## src/rtl/led_word_tx.sv

```systemverilog
`timescale 1ns/1ps
module led_word_tx #(
  parameter int DIV    = 8,
  parameter int ADDR_W = 8,
  parameter int DATA_W = 8
) (
  input  logic              clk,
  input  logic              rst_n,
  input  logic              start,
  input  logic [ADDR_W-1:0] addr,
  input  logic [DATA_W-1:0] data,
  output logic              busy,
  output logic              sclk,
  output logic              load_n,
  output logic              sdo
);
  localparam int WORD_W = ADDR_W + DATA_W;
  localparam int HALF   = DIV / 2;
  localparam int PH_W   = (DIV > 1) ? $clog2(DIV) : 1;
  localparam int BIT_W  = $clog2(WORD_W);

  typedef enum logic [1:0] {S_IDLE, S_ADDR, S_DATA, S_DONE} state_t;

  state_t            state;
  logic [PH_W-1:0]   ph;
  logic [BIT_W-1:0]  nbit;
  logic [WORD_W-1:0] sreg;
  logic              sclk_q, load_q;

  wire rise_pt  = (ph == PH_W'(HALF - 1));
  wire fall_pt  = (ph == PH_W'(DIV - 1));
  wire addr_end = (nbit == BIT_W'(ADDR_W - 1));
  wire last_bit = (nbit == BIT_W'(WORD_W - 1));

  always_ff @(posedge clk or negedge rst_n) begin
    if (!rst_n) begin
      state  <= S_IDLE;
      ph     <= '0;
      nbit   <= '0;
      sreg   <= '0;
      sclk_q <= 1'b0;
      load_q <= 1'b1;
    end else begin
      case (state)
        S_IDLE: if (start) begin
          sreg   <= {addr, data};
          load_q <= 1'b0;
          ph     <= '0;
          nbit   <= '0;
          state  <= S_ADDR;
        end
        S_ADDR, S_DATA: begin
          ph <= fall_pt ? '0 : ph + 1'b1;
          if (rise_pt) sclk_q <= 1'b1;
          if (fall_pt) begin
            sclk_q <= 1'b0;
            sreg   <= sreg << 1;
            nbit   <= nbit + 1'b1;
            if (state == S_ADDR && addr_end) state <= S_DATA;
            if (last_bit) begin
              load_q <= 1'b1;
              state  <= S_DONE;
            end
          end
        end
        S_DONE: begin
          if (rise_pt) begin
            ph    <= '0;
            state <= S_IDLE;
          end else begin
            ph <= ph + 1'b1;
          end
        end
        default: state <= S_IDLE;
      endcase
    end
  end

  assign busy   = (state != S_IDLE);
  assign sclk   = sclk_q;
  assign load_n = load_q;
  assign sdo    = sreg[WORD_W-1];
endmodule


```

## config.mk

```make
export PLATFORM = sky130hd
export DESIGN_NAME = led_word_tx
export DESIGN_NICKNAME = d
export VERILOG_FILES = /design/src/rtl/led_word_tx.sv
export SDC_FILE = /design/constraint.sdc
export NUM_CORES = 1
export LEC_CHECK = 0
export ABC_AREA = 0
export BUFFER_PORTS_ARGS = -buffer_cell sky130_fd_sc_hd__buf_2
export CELL_PAD_IN_SITES_DETAIL_PLACEMENT = 1
export CELL_PAD_IN_SITES_GLOBAL_PLACEMENT = 2
export CORE_MARGIN = 1
export CORE_UTILIZATION = 32
export DETAILED_ROUTE_END_ITERATION = 6
export PLACE_DENSITY_LB_ADDON = 0.3
export REMOVE_ABC_BUFFERS = 1
export SKIP_LAST_GASP = 1
export SLEW_MARGIN = 10
export SYNTH_ARGS = -nofsm -noshare
export SYNTH_HDL_FRONTEND = slang
export SYNTH_SLANG_ARGS = --single-unit
```

## constraint.sdc

```tcl
create_clock -name clk -period 1.6 [get_ports clk]
set_input_delay 0.08 -clock clk [delete_from_list [all_inputs] [get_ports clk]]
set_output_delay 0.08 -clock clk [all_outputs]
set_load 0.05 [all_outputs]
```

### Yosys cells after proc, flatten, opt, wreduce, memory -nomap -nowiden

Index checks and enable logic that the tools add are counted.

| word-level totals | value |
|---|---|
| register bits | 27 |

| cells by class | value |
|---|---|
| add/subtract/negate cells | 2 |
| eq/ne operators | 12 |
| mux-type cells | 22 |
| reduce and logical (&&, ||, !) cells | 10 |

Operators with widths:

| operator | number |
|---|---|
| 16-bit two-way mux | 2 |
| 16-bit one-hot mux with 2 select lines | 1 |
| 2-bit two-way mux | 5 |
| 3-bit two-way mux | 3 |
| 3-bit one-hot mux with 3 select lines | 1 |
| 4-bit two-way mux | 2 |
| 2-bit inequality test (second input constant) | 4 |
| 4-bit one-hot mux with 2 select lines | 1 |
| 4-bit AND reduction | 2 |
| 2-bit one-hot mux with 3 select lines | 1 |
| 2-bit nonzero test | 3 |
| 1-bit two-way mux | 5 |
| 4-bit by 1-bit adder with 4-bit output (second input constant) | 1 |
| 2-bit == test (second input constant) | 2 |
| 4-bit by 3-bit == test with 1-bit output (second input constant) | 1 |
| 4-bit == test (second input constant) | 1 |
| 3-bit by 1-bit adder with 3-bit output (second input constant) | 1 |
| 3-bit by 2-bit == test with 1-bit output (second input constant) | 1 |
| 3-bit == test (second input constant) | 1 |
| 3-bit inequality test (second input constant) | 1 |
| 3-bit AND reduction | 1 |
| 2-bit by 1-bit == test with 1-bit output (second input constant) | 1 |
| 2-bit logical NOT | 1 |
| 1-bit one-hot mux with 2 select lines | 1 |
| 3 further kinds | 3 |

### Longest topological paths before layout

| depth | value |
|---|---|
| depth after elaboration | 6 |
| gate-level depth with buffers | 9 |
| mapped depth without buffers | 6 |

### Worst setup path after synthesis

OpenSTA, ideal clock, no wires.

| timing | value |
|---|---|
| path type | flip-flop to flip-flop |
| from | register state[0] |
| to | register sreg[15] |
| setup time | 0.083 ns |
| arrival | 1.587 ns |
| required time | 1.517 ns |
| path slack | -0.070 ns |
| stages on the path, launching flop included | 10 |
| path buffers | 3 |
| clock period less this slack | 1.670 ns |
| cell sequence | dfrtp_1 > inv_1 > ha_1 > buf_6 > mux2i_2 > nand2b_1 > buf_6 > buf_8 > nand2_1 > o21ai_0 |

| between the ends | value |
|---|---|
| word-level cells in the longest chain between the ends | 4 |
| elaborated cells on any way between the ends | 9 |
| classes of those cells | eq/ne (4); mux (1); reduce/logical (4) |

Ends and longest elaborated chain:

| item | RTL line | RTL |
|---|---|---|
| start, declared | 24 | `state_t state;` |
| start signal, assigned | 37 | `state <= S_IDLE;` |
| start signal, assigned | 50 | `state <= S_ADDR;` |
| start signal, assigned | 59 | `if (state == S_ADDR && addr_end) state <= S_DATA;` |
| 2-bit by 1-bit == test with 1-bit output / 2-bit == test (equally long branches) | 44 | `case (state)` |
| 2-bit OR reduction | 44 |  |
| 2-bit inequality test (no source line) / 2-bit nonzero test (equally long branches) | -- |  |
| 3-bit AND reduction (no source line) | -- |  |
| end signal, assigned | 46 | `sreg <= {addr, data};` |
| end signal, assigned | 57 | `sreg <= sreg << 1;` |
| end, declared | 27 | `logic [WORD_W-1:0] sreg;` |

Parallel ways exist; a longest one is shown, timed or not.
A chain may end at the register's enable or synchronous reset.

### Final worst setup path

| timing | value |
|---|---|
| from | register state[1] |
| to | register state[1] |

| between the ends | value |
|---|---|
| word-level cells in the longest chain between the ends | 4 |
| elaborated cells on any way between the ends | 12 |
| classes of those cells | eq/ne (7); mux (1); reduce/logical (4) |

Ends and longest elaborated chain:

| item | RTL line |
|---|---|
| 2-bit by 1-bit == test with 1-bit output / 2-bit == test (equally long branches) | 44, 59 |
| 2-bit OR reduction / 1-bit logical AND (equally long branches) | 44, 59 |
| 3-bit inequality test (no source line) / 2-bit inequality test (equally long branches) | -- |
| 4-bit AND reduction (no source line) | -- |

Parallel ways exist; a longest one is shown, timed or not.

==> results.sh <==
export IMPL_wl_per_cell_microns=14.5
export IMPL_clkLatencyLatePin_ps=280
export IMPL_rows=24
export IMPL_synth_compound_area_share_pct=15.0
export IMPL_htreeDepth=1
export IMPL_synth_simple_area_share_pct=13.8
export IMPL_synth_edf_count=0
export IMPL_drtIter0Drc=26
export IMPL_power_leakage_nw=0.941
export IMPL_pin_count=23
export IMPL_ys_async_sr_fraction_pct=100
export IMPL_pwr_share_comb_pct=56.6
export IMPL_dr_pass1_iters=4
export IMPL_path_buf_inv=1
export IMPL_dp_cells=223
export IMPL_fin_crit_ps=1530
export IMPL_ant_nets=0
export IMPL_slew_headroom_pct=58.5
export IMPL_period_share_pct=95.7
export IMPL_start_kind="register"
export IMPL_power_density_nw_per_um2=1820
export IMPL_muxShareOfSynthArea_pct=11.1
export IMPL_diodes=0
export IMPL_tightestPinTransition_ps=622
export IMPL_ff_latch_area_sq_um=677
export IMPL_syn_avg_cell_area_sq_um=10.2
export IMPL_drv_cap=0
export IMPL_dp_slack_ps=-96.4
export IMPL_nets=208
export IMPL_clkSlewWorstSetupHoldPaths_ps=100
export IMPL_final_setup_tns_ps=0
export IMPL_syn_inst=144
export IMPL_grt_overflow=0
export IMPL_drive_above_1_share_pct=31.3
export IMPL_grt_total_usage_pct=15.2
export IMPL_yosys_warnings=0
export IMPL_fin_area_sq_um=1840
export IMPL_grt_max_degree=35
export IMPL_multi_input_area_sq_um=763
export IMPL_power_frac_seq_pct=31.4
export IMPL_slowest_delay_ps=400
export IMPL_grt_pass1_wl_microns=5940
export IMPL_core_sq_um=4380
export IMPL_finClkSkew_ps=10.8
export IMPL_via_count=1162
export IMPL_final_core_util_pct=42.0
export IMPL_ys_seq_area_share_pct=45.9
export IMPL_critPathMaxFanout=4
export IMPL_cts_root_buf="clkbuf_8"
export IMPL_syn_cell_area_sq_um=1480
export IMPL_design_die_area_sq_um=4890
export IMPL_fmax_ghz=0.653
export IMPL_placed_area_sq_um=1680
export IMPL_maxSlewViolCount=0
export IMPL_worstSetupPathType="reg -> reg"
export IMPL_ys_seq_elements=27
export IMPL_final_hold_viol_count=0
export IMPL_layout_setup_ws_ps=69.0
export IMPL_initial_core_util_pct=33.6
export IMPL_crit_slowest_cell="dfrtp_1"
export IMPL_layout_commonest_cell="dfrtp_1"
export IMPL_path_delay_family="simple AND/OR/NAND/NOR gates"
export IMPL_synth_top_family_by_area="compound AO/OA/AOI/OAI gates"
export IMPL_layout_common_cells="26 x dfrtp_1, 22 x nand2_1, 22 x buf_2"
export IMPL_yosys_area_share_xor_xnor_pct=0
export IMPL_cts_tree="built"
export IMPL_dpl_hpwl_microns=2370
export IMPL_numClockSinks=27
export IMPL_viasPerCell=5.03
export IMPL_area_delta_synth_final_pct=24.9
export IMPL_clkPwrFrac_pct=11.9
export IMPL_routed_wl_microns=3350
export IMPL_crit_arrival_ps=1700
export IMPL_power_switching_mw=1.34
export IMPL_final_cells=231
export IMPL_max_vdd_ir_drop_mv=0.800
export IMPL_internal_power_mw=2.02
export IMPL_status="complete, no violations"
export IMPL_ctsLongestPathBuffers=2
export IMPL_finalSetupViolCount=0
export IMPL_hp_class="in -> reg"
export IMPL_place_port_buffers=22
export IMPL_fillCellCount=508
export IMPL_required_ps=1770
export IMPL_rsz0062_at_grt="true"
export IMPL_crit_path_end_kind="register"
export IMPL_grt_antenna_before_repair=0
export IMPL_die_w_microns=69.9
export IMPL_drc=0
export IMPL_switching_share_pct=39.9
export IMPL_synthFlopType="dfrtp_1"
export IMPL_gp_routability_congestion=0.758
export IMPL_first_global_vias=1265
export IMPL_synth_adder_area_share_pct=7.63
export IMPL_die_h_microns=69.9
export IMPL_synth_cell_types=32
export IMPL_path_cells="inv_2 -> ha_4 -> or2b_1 -> nand3_1 -> nor2_1 -> o22a_1"
export IMPL_cts_buffers_inserted=3
==> through the flow <==
step / power [mW] / hold WS, ps
2_1_floorplan: 2.13 / -216
5_1_grt: 3.66 / 72.9
4_1_cts: 3.32 / 66.9
3_3_place_gp: 2.61 / 129
3_5_place_dp: 2.70 / 140
6_report: 3.36 / 62.6
==> worst min-delay path: stages <==
cell,delay [ps]
buf_2,80
nand3_1,80
nand2_1,70
==> synth_stat cells, drive strengths merged (2+ instances only) <==
cell type	n	share of area [%]
buf	7	4.7
dfrtp	26	44
a22o	2	1.2
nand2	22	5.6
nor2	3	0.76
a21oi	4	1.4
nand3	6	2.0
nand2b	5	2.1
inv	7	1.8
mux2i	16	11
o21ai	22	8.2
ha	9	7.6
==> registers in the layout (all words and copies together) (netlist names) <==
signal	flops
nbit	4
sclk	1
sreg	16
ph	3
state	2
load_n	1
==> worst paths after layout <==
path	startpoint	endpoint	slack [ps]	cells past startpoint
max reg2reg	state[1]	state[1]	70	6
max in group asynchronous	rst_n	ph[0]	840	2
min in group asynchronous	rst_n	sreg[14]	340	2
min reg2reg	sreg[8]	sreg[8]	490	2
max	state[1]	state[1]	70	6
min	data[0]	sreg[0]	60	3
==> cells by family after synthesis <==
kind of cell	count (synthesis)
and+or+nand+nor	43
buffers and inverters	14
muxes	16
adders and majority gates	9
DFF	27
AOI/OAI and AO/OA	35
==> area by class of cell <==
| cell class | count | area share, % |
|---|---|---|
| clock buffer | 4 | 2.44 |
| multi-input combinational | 103 | 41.4 |
| tap | 52 | 3.53 |
| inverter | 7 | 1.43 |
| timing repair buffer | 38 | 14.5 |
| sequential | 27 | 36.7 |
==> layer usage <==
| layer | global-route usage [%] | share of wire [%] | vias to the layer above |
|---|---|---|---|
| li1 | - | - | 569 |
| met1 | 19.0 | 45 | 574 |
| met2 | 26.6 | 51 | 15 |
| met3 | 3.61 | 2.9 | 4 |
| met4 | 3.33 | 0.78 | 0 |
| met5 | 0 | 0 | - |
==> what timing repair did <==
action                                  CTS  global route
pin swaps                                 1             1
endpoints found under the setup margin   21            14
hold endpoints to repair                 26             0
setup buffers                             2             0
cloned                                    0             1
hold buffers                              1             0
gates resized for setup                  13             2
==> power by group through the flow <==
| stage | Sequential [mW] | Combinational, mW | Clock [mW] |
|---|---|---|---|
| after global routing | 1.09 | 2.12 | 0.449 |
| after floorplan | 1.10 | 1.02 | 0 |
| after global placement | 1.06 | 1.55 | 0 |
| after detailed placement | 1.07 | 1.63 | 0 |
| after CTS | 1.06 | 1.84 | 0.421 |
| final | 1.06 | 1.90 | 0.401 |
No activity file was read; power rests on OpenSTA's default activity.
